<file path="config.mk">
export PLATFORM = sky130hd
export DESIGN_NAME = boot_mbox_seq
export DESIGN_NICKNAME = d
export VERILOG_FILES = /design/src/rtl/bmb_pkg.sv /design/src/rtl/bmb_decode.sv /design/src/rtl/bmb_nonce.sv /design/src/rtl/boot_mbox_seq.sv
export SDC_FILE = /design/constraint.sdc
export NUM_CORES = 1
export LEC_CHECK = 0
export ABC_AREA = 1
export BUFFER_PORTS_ARGS = -buffer_cell sky130_fd_sc_hd__buf_2
export CORE_MARGIN = 3
export CORE_UTILIZATION = 30
export DETAILED_ROUTE_END_ITERATION = 8
export GPL_TIMING_DRIVEN = 0
export SETUP_SLACK_MARGIN = 0.1
export SYNTH_ARGS = -nofsm -noshare
export SYNTH_HDL_FRONTEND = slang
export SYNTH_SLANG_ARGS = --single-unit
</file>
<file path="constraint.sdc">
create_clock -name clk -period 2.2 [get_ports clk]
set_input_delay 0.44 -clock clk [delete_from_list [all_inputs] [get_ports clk]]
set_output_delay 0.44 -clock clk [all_outputs]
set_load 0.05 [all_outputs]
</file>
<file path="src/rtl/bmb_pkg.sv">
package bmb_pkg;
  localparam int MSG_W = 64;

  typedef struct packed {
    logic [31:0] data;
    logic [7:0]  param;
    logic [7:0]  opcode;
    logic [7:0]  tag;
    logic [7:0]  ep;
  } bmb_msg_t;

  typedef enum logic [2:0] {CMD_PING, CMD_GEN, CMD_GET, CMD_CONT, CMD_BAD} bmb_cmd_e;

  localparam logic [7:0] ST_OK       = 8'd0;
  localparam logic [7:0] ST_NO_NONCE = 8'd1;
  localparam logic [7:0] ST_BAD_OP   = 8'd2;
  localparam logic [7:0] ST_BAD_IDX  = 8'd3;

  function automatic bmb_msg_t bmb_reply(bmb_msg_t rq, logic [7:0] st, logic [31:0] d);
    bmb_msg_t r;
    r        = rq;
    r.param  = st;
    r.data   = d;
    return r;
  endfunction
endpackage

</file>
<file path="src/rtl/bmb_decode.sv">
module bmb_decode
  import bmb_pkg::*;
#(
  parameter logic [7:0] BOOT_EP = 8'hFF
) (
  input  bmb_msg_t msg,
  output logic     for_us,
  output bmb_cmd_e cmd
);
  assign for_us = (msg.ep == BOOT_EP);

  always_comb begin
    unique case (msg.opcode)
      8'd1, 8'd2: cmd = CMD_PING;
      8'd3:       cmd = CMD_GEN;
      8'd4:       cmd = CMD_GET;
      8'd5:       cmd = CMD_CONT;
      default:    cmd = CMD_BAD;
    endcase
  end
endmodule

</file>
<file path="src/rtl/bmb_nonce.sv">
module bmb_nonce #(
  parameter int WORD_W = 32,
  parameter int NWORDS = 2
) (
  input  logic              clk,
  input  logic              rst_n,
  input  logic              start,
  input  logic              rnd_valid,
  input  logic [WORD_W-1:0] rnd_data,
  output logic              rnd_ready,
  output logic              done,
  output logic              have,
  input  logic [7:0]        sel,
  output logic              sel_ok,
  output logic [WORD_W-1:0] word
);
  localparam int IDX_W = (NWORDS > 1) ? $clog2(NWORDS) : 1;
  localparam logic [IDX_W-1:0] LAST = IDX_W'(NWORDS - 1);

  logic [NWORDS-1:0][WORD_W-1:0] words;
  logic [IDX_W-1:0] idx;
  logic busy;
  logic take;

  assign rnd_ready = busy;
  assign take      = busy && rnd_valid;

  always_ff @(posedge clk) begin
    if (!rst_n) begin
      busy <= 1'b0;
      idx  <= '0;
      have <= 1'b0;
      done <= 1'b0;
    end else begin
      done <= 1'b0;
      if (start && !busy) begin
        busy <= 1'b1;
        idx  <= '0;
        have <= 1'b0;
      end else if (take) begin
        if (idx == LAST) begin
          busy <= 1'b0;
          have <= 1'b1;
          done <= 1'b1;
        end else begin
          idx <= idx + 1'b1;
        end
      end
    end
  end

  for (genvar g = 0; g < NWORDS; g++) begin : g_word
    always_ff @(posedge clk) begin
      if (!rst_n) words[g] <= '0;
      else if (take && idx == IDX_W'(g)) words[g] <= rnd_data;
    end
  end

  assign sel_ok = (32'(sel) < NWORDS);
  assign word   = sel_ok ? words[sel[IDX_W-1:0]] : '0;

  AST_RND_NOT_IDLE: assert property (@(posedge clk) disable iff (!rst_n)
    done |-> !rnd_ready) else $error("nonce still drawing after done");
endmodule

</file>
<file path="src/rtl/boot_mbox_seq.sv">
module boot_mbox_seq
  import bmb_pkg::*;
#(
  parameter logic [7:0] BOOT_EP = 8'hFF,
  parameter int ADDR_W      = 40,
  parameter int SIZE_W      = 32,
  parameter int NONCE_WORDS = 2
) (
  input  logic              clk,
  input  logic              rst_n,
  input  logic              req_valid,
  output logic              req_ready,
  input  logic [MSG_W-1:0]  req_msg,
  output logic              rsp_valid,
  input  logic              rsp_ready,
  output logic [MSG_W-1:0]  rsp_msg,
  input  logic              rnd_valid,
  output logic              rnd_ready,
  input  logic [31:0]       rnd_data,
  input  logic              lock_ok,
  input  logic [ADDR_W-1:0] rgn_base,
  input  logic [SIZE_W-1:0] rgn_size,
  output logic              stage_done,
  output logic [ADDR_W-1:0] stage_base,
  output logic [SIZE_W-1:0] stage_size,
  output logic              halted
);
  typedef enum logic [2:0] {S_IDLE, S_GEN, S_RSP, S_DONE, S_HALT} state_e;

  state_e   state;
  bmb_msg_t req_s, hdr_q, rsp_q;
  bmb_cmd_e cmd;
  logic     for_us, fin_q, accept;
  logic     n_start, n_done, n_have, n_sel_ok;
  logic [31:0] n_word;
  logic [ADDR_W-1:0] base_q;
  logic [SIZE_W-1:0] size_q;

  assign req_s  = req_msg;
  assign accept = req_valid && req_ready;

  bmb_decode #(.BOOT_EP(BOOT_EP)) u_dec (
    .msg(req_s), .for_us(for_us), .cmd(cmd)
  );

  assign n_start = accept && for_us && (cmd == CMD_GEN);

  bmb_nonce #(.WORD_W(32), .NWORDS(NONCE_WORDS)) u_nonce (
    .clk(clk), .rst_n(rst_n), .start(n_start),
    .rnd_valid(rnd_valid), .rnd_data(rnd_data), .rnd_ready(rnd_ready),
    .done(n_done), .have(n_have), .sel(req_s.param),
    .sel_ok(n_sel_ok), .word(n_word)
  );

  always_ff @(posedge clk) begin
    if (!rst_n) begin
      state  <= S_IDLE;
      hdr_q  <= '0;
      rsp_q  <= '0;
      base_q <= '0;
      size_q <= '0;
      fin_q  <= 1'b0;
    end else begin
      unique case (state)
        S_IDLE: if (accept && for_us) begin
          hdr_q <= req_s;
          unique case (cmd)
            CMD_PING: begin
              rsp_q <= bmb_reply(req_s, ST_OK, 32'd0);
              state <= S_RSP;
            end
            CMD_GEN: state <= S_GEN;
            CMD_GET: begin
              if (!n_have)         rsp_q <= bmb_reply(req_s, ST_NO_NONCE, 32'd0);
              else if (!n_sel_ok)  rsp_q <= bmb_reply(req_s, ST_BAD_IDX, 32'd0);
              else                 rsp_q <= bmb_reply(req_s, ST_OK, n_word);
              state <= S_RSP;
            end
            CMD_CONT: begin
              if (lock_ok) begin
                base_q <= rgn_base;
                size_q <= rgn_size;
                fin_q  <= 1'b1;
                rsp_q  <= bmb_reply(req_s, ST_OK, 32'd0);
                state  <= S_RSP;
              end else begin
                state <= S_HALT;
              end
            end
            default: begin
              rsp_q <= bmb_reply(req_s, ST_BAD_OP, 32'd0);
              state <= S_RSP;
            end
          endcase
        end
        S_GEN: if (n_done) begin
          rsp_q <= bmb_reply(hdr_q, ST_OK, 32'd0);
          state <= S_RSP;
        end
        S_RSP: if (rsp_ready) state <= fin_q ? S_DONE : S_IDLE;
        S_DONE: state <= S_DONE;
        default: state <= S_HALT;
      endcase
    end
  end

  assign req_ready  = (state == S_IDLE);
  assign rsp_valid  = (state == S_RSP);
  assign rsp_msg    = rsp_q;
  assign stage_done = (state == S_DONE);
  assign stage_base = base_q;
  assign stage_size = size_q;
  assign halted     = (state == S_HALT);

  AST_RSP_HOLD: assert property (@(posedge clk) disable iff (!rst_n)
    rsp_valid && !rsp_ready |=> rsp_valid && $stable(rsp_msg)) else $error("reply moved under stall");
  AST_ONE_IN_FLIGHT: assert property (@(posedge clk) disable iff (!rst_n)
    (rsp_valid || rnd_ready) |-> !req_ready) else $error("request taken while busy");
  AST_HALT_STICKY: assert property (@(posedge clk) disable iff (!rst_n)
    halted |=> halted && !rsp_valid) else $error("left halt");
  AST_DONE_STICKY: assert property (@(posedge clk) disable iff (!rst_n)
    stage_done |=> stage_done && $stable(stage_base) && $stable(stage_size)) else $error("stage outputs moved");
  AST_NO_DONE_WITHOUT_LOCK: assert property (@(posedge clk) disable iff (!rst_n)
    $rose(halted) |-> !stage_done) else $error("halt with done");
endmodule

</file>
# Word level (Yosys, flattened, before mapping)
# Index checks and enable logic that the tools add are counted.
# totals
reg_bits	232
inputBits	174
word_cells	86
# classes
addsub	1
magnitude_cmp	2
eq_ne	18
n_mux	22
bitwise_logic	3
reduce_logical	22
# op_table
operator	count
$mux W64	5
$pmux W64 S4	1
$pmux W64 S2	1
$mux W32	2
$pmux W3 S4	2
$eq A8 B2 Y1 const B	2
$eq A8 B3 Y1 const B	2
$eq A3 B2 Y1 const B	4
$mux W3	4
$eq A8 B1 Y1 const B	1
$eq A8 B8 Y1 const B	1
$lt A8 B2 Y1 const B	1
$logic_and A1 B1 Y1	7
$eq A3 B1 Y1 const B	2
$logic_not A3 Y1	2
$ne A2 B1 Y1 const B	3
$pmux W3 S2	1
$reduce_and A2 Y1	3
$reduce_bool A2 Y1	3
$mux W1	5
$reduce_and A5 Y1	1
$reduce_and A4 Y1	1
$reduce_or A2 Y1	2
$eq A3 B3 Y1 const B	1
9 further kinds	11

# Logic depth before layout (Yosys ltp)
# logic_depth
depth_word	8
depth_mapped	11
depth_no_buf	10

# Cells and area by module
# From an unflattened synthesis, not the netlist that was laid out.
# unflattened
cells_unflattened	1540
hier_area_um2	10234.8
# by_module_without_submodules
mod	instances	cells_each	area_per_inst_um2	seq_area_each_um2
boot_mbox_seq	1	1049	7108.1	3163.0
bmb_nonce	1	471	3010.4	1361.3
bmb_decode	1	20	116.4	0.0

# Least setup slack after synthesis
# Ideal clock, no wire load.
# synth_path
path_type	register to output
start	register state[2]
end	output port halted
arrival_ns	1.469
path_slack_ns	0.291
path_stages_with_launch	3
path_cell_list	dfxtp_1 > inv_1 > nor3_1
# synth_between
elab_chain_cells	1
# synth_rtl
item	line_no	text
from (decl)	boot_mbox_seq.sv:30	state_e state;
from (signal assigned)	boot_mbox_seq.sv:100	S_RSP: if (rsp_ready) state <= fin_q ? S_DONE : S_IDLE;
$eq A3 B3 Y1	boot_mbox_seq.sv:113	assign halted = (state == S_HALT);
to (decl)	boot_mbox_seq.sv:26	output logic halted
# Every way passes these cells.

# Worst setup path after layout
# layout_path
start	register state[2]
end	output port req_ready
# layout_between
elab_chain_cells	1
# layout_rtl
item	line_no	text
$logic_not A3 Y1	boot_mbox_seq.sv:107	assign req_ready = (state == S_IDLE);
to (decl)	boot_mbox_seq.sv:12	output logic req_ready,
# Every way passes these cells.

==> results.json <==
{
  "fin_nets": 1806,
  "synth_area_um2": 9279,
  "layout_setup_ws_ns": 0.2526,
  "synth_cells": 1324,
  "dr.first_iter.drc_count": 531,
  "min_path_cells": 3,
  "worstMarginPinSlew_ns": 0.6428,
  "synth_area_per_cell_um2": 7.008,
  "cts_num_sinks": 226,
  "setup_tns_ns": 0,
  "grt_overflow": 0,
  "worstSetupStartpointType": "flip-flop",
  "drive_above_1_share_pct": 22.05,
  "grt_pass1_wl_um": 46640,
  "cap_viol_max_count": 0,
  "core_area_um2": 30030,
  "worstSkewPairLatency_ns": 0.53,
  "synth_most_common_cell": "dfxtp_1",
  "ys_ff_latch": 226,
  "synth_top_area_share_pct": 48.76,
  "whs_ns": 0.1499,
  "routedWlPerCell_um": 14.47,
  "final_area_um2": 12070,
  "place_area_um2": 11160,
  "grt_pass1_vias": 8887,
  "cts_buffers": 26,
  "synth.area.top_cells": "dfxtp_1 49%, o21ai_0 10%, nand2_1 9.1%",
  "min_from": "rnd_data[4]",
  "grt_use_total_pct": 17.21,
  "gp_congestion": 0.8594,
  "dieArea_um2": 33080,
  "ys.flop_type": "dfxtp_1",
  "holdPathEnd": "u_nonce.words[4]",
  "synthToLayoutAreaGrowth_pct": 30.10,
  "regToRegSetupSlack_ns": 0.32,
  "cts_tree": "done",
  "regToRegEndpoint": "rsp_msg[32]",
  "power_leakage_nw": 5.312,
  "path_class": "reg2out",
  "period_needed_ns": 1.947,
  "p_per_area_nw_per_um2": 752.9,
  "die_y_um": 181.9,
  "cp.required_ns": 1.76,
  "first_pass_iters": 5,
  "fp.dieW_um": 181.9,
  "dpl.hpwl_um": 22840,
  "antenna_found_initial": 9,
  "vias": 9229,
  "setup_viol": 0,
  "synth_edf_count": 0,
  "synth_cell_types": 24,
  "wl_um": 29560,
  "cp-end-kind": "primary output",
  "avgViaCountPerCell": 4.517,
  "fillers": 3177,
  "cts_max_level": 1,
  "final_max_slew_viol_count": 0,
  "finalCritPeriodShare_pct": 88.52,
  "synth_common_cells": "226 x dfxtp_1, 224 x nand2_1, 196 x nor2_1",
  "synth_top_area_cell": "dfxtp_1",
  "port_buffers": 275,
  "worstPathMaxFanout": 4,
  "hold_violations": 0,
  "cts_buffer_depth": 3,
  "fp-row-count": 63,
  "peakVddDrop_v": 0.0005258,
  "ys_seq_area_share_pct": 48.76,
  "dp_slack_ns": -0.1588,
  "postCtsSetupBuffers": 0,
  "fmax_mhz": 513.5,
  "rsz0062_at_grt": "false",
  "async_reset_ff_share_pct": 0,
  "cts_root_buf": "clkbuf_16",
  "synth_warnings": 0,
  "drcViolationCount": 0,
  "status": "finished, final reports clean",
  "arrival_ns": 1.51,
  "clk_pin_slew_ns": 0.05,
  "ff2ff_path_depth": 9,
  "antenna_left": 0,
  "clock_skew_ns": 0.01267,
  "hold_class": "in2reg",
  "top_level_ports": 315,
  "initial_core_util_pct": 30.90,
  "dp_cells": 1994,
  "relSlewSlack_pct": 57.15,
  "fin_cells": 2043,
  "r2r-start": "state[2]",
  "grt_max_degree": 13
}
==> where the power goes <==
group / switching, mW / internal (mW)
Combinational: 0.329 / 0.182
Sequential: 0.00544 / 4.10
Clock: 1.74 / 2.73
==> metrics by stage <==
step | util [%] | power [mW]
finish | 40.20 | 9.089
global placement | 37.17 | 4.706
floorplan | - | 4.464
CTS | 40.14 | 9.187
detailed placement | 37.17 | 4.710
global route | 40.18 | 9.388
==> sequential cells by signal, summed over array words and instances (netlist names) <==
| signal | flops |
|---|---|
| stage_size | 32 |
| state | 3 |
| u_nonce.idx | 1 |
| u_nonce.have | 1 |
| hdr_q | 24 |
| fin_q | 1 |
| stage_base | 40 |
| u_nonce.done | 1 |
| u_nonce.words | 64 |
| u_nonce.rnd_ready | 1 |
| rsp_msg | 58 |
==> what timing repair did <==
action | 4_1_cts | 5_1_grt
hold buffers | 0 | 0
endpoints found under the hold margin | 0 | 0
setup endpoints to repair | 0 | 6
gates resized for setup | 0 | 2
==> critical path, cell delays in order, from the launching register on <==
cell and delay [ns]:
dfxtp_1 0.33, nor2_4 0.15, nand2_2 0.11, inv_2 0.10, buf_2 0.29
==> layout make-up <==
| type | instances | area, um2 | area share, % |
|---|---|---|---|
| clock buffer | 38 | 797.0 | 6.602 |
| inverter | 176 | 660.6 | 5.473 |
| timing repair buffer | 275 | 1376 | 11.40 |
| multi-input combinational | 835 | 3696 | 30.62 |
| clock inverter | 9 | 97.59 | 0.8085 |
| buffer | 92 | 426.7 | 3.534 |
| antenna | 2 | 5.005 | 0.04146 |
| tap | 390 | 488.0 | 4.042 |
| sequential | 226 | 4524 | 37.48 |
==> cell families after synthesis <==
group | Yosys count | synth area share [%]
DFF | 226 | 48.76
other | 1 | 0.04041
AOI/OAI and AO/OA | 344 | 18.61
and+or+nand+nor | 485 | 20.87
buffers and inverters | 268 | 11.72
==> layer usage <==
| metal | GRT usage (%) | vias to the layer above | routed length, um |
|---|---|---|---|
| li1 | - | 4768 | - |
| met1 | 22.35 | 4103 | 13120 |
| met2 | 28.42 | 287 | 13120 |
| met3 | 5.068 | 57 | 2679 |
| met4 | 3.656 | 14 | 553 |
| met5 | 0 | - | 83 |
==> cell usage in the layout, fill, tap and decap left out, drive strengths merged <==
cell      instances
nor2            202
inv             174
nand3            51
nand4             4
bufinv            2
clkinv            8
a21oi           147
a211oi            2
nor3              2
dfxtp           226
clkinvlp          1
or2               1
buf             307
nand2           225
clkbuf           98
conb              6
diode             2
o21ai           195
==> how the worst max path moves through the flow <==
| stage | startpoint | endpoint | slack, ns | cells after the start |
|---|---|---|---|---|
| 3_3_place_gp | rst_n | stage_size[5] | -0.15 | 5 |
| 5_1_grt | state[0] | rsp_msg[62] | 0.12 | 9 |
| 4_1_cts | state[2] | stage_size[5] | 0.17 | 7 |
| 2_1_floorplan | state[2] | halted | 0.29 | 2 |
| 3_5_place_dp | rst_n | stage_size[5] | -0.16 | 5 |
| 6_report | state[2] | req_ready | 0.25 | 4 |
No activity file was read; power rests on OpenSTA's default activity.
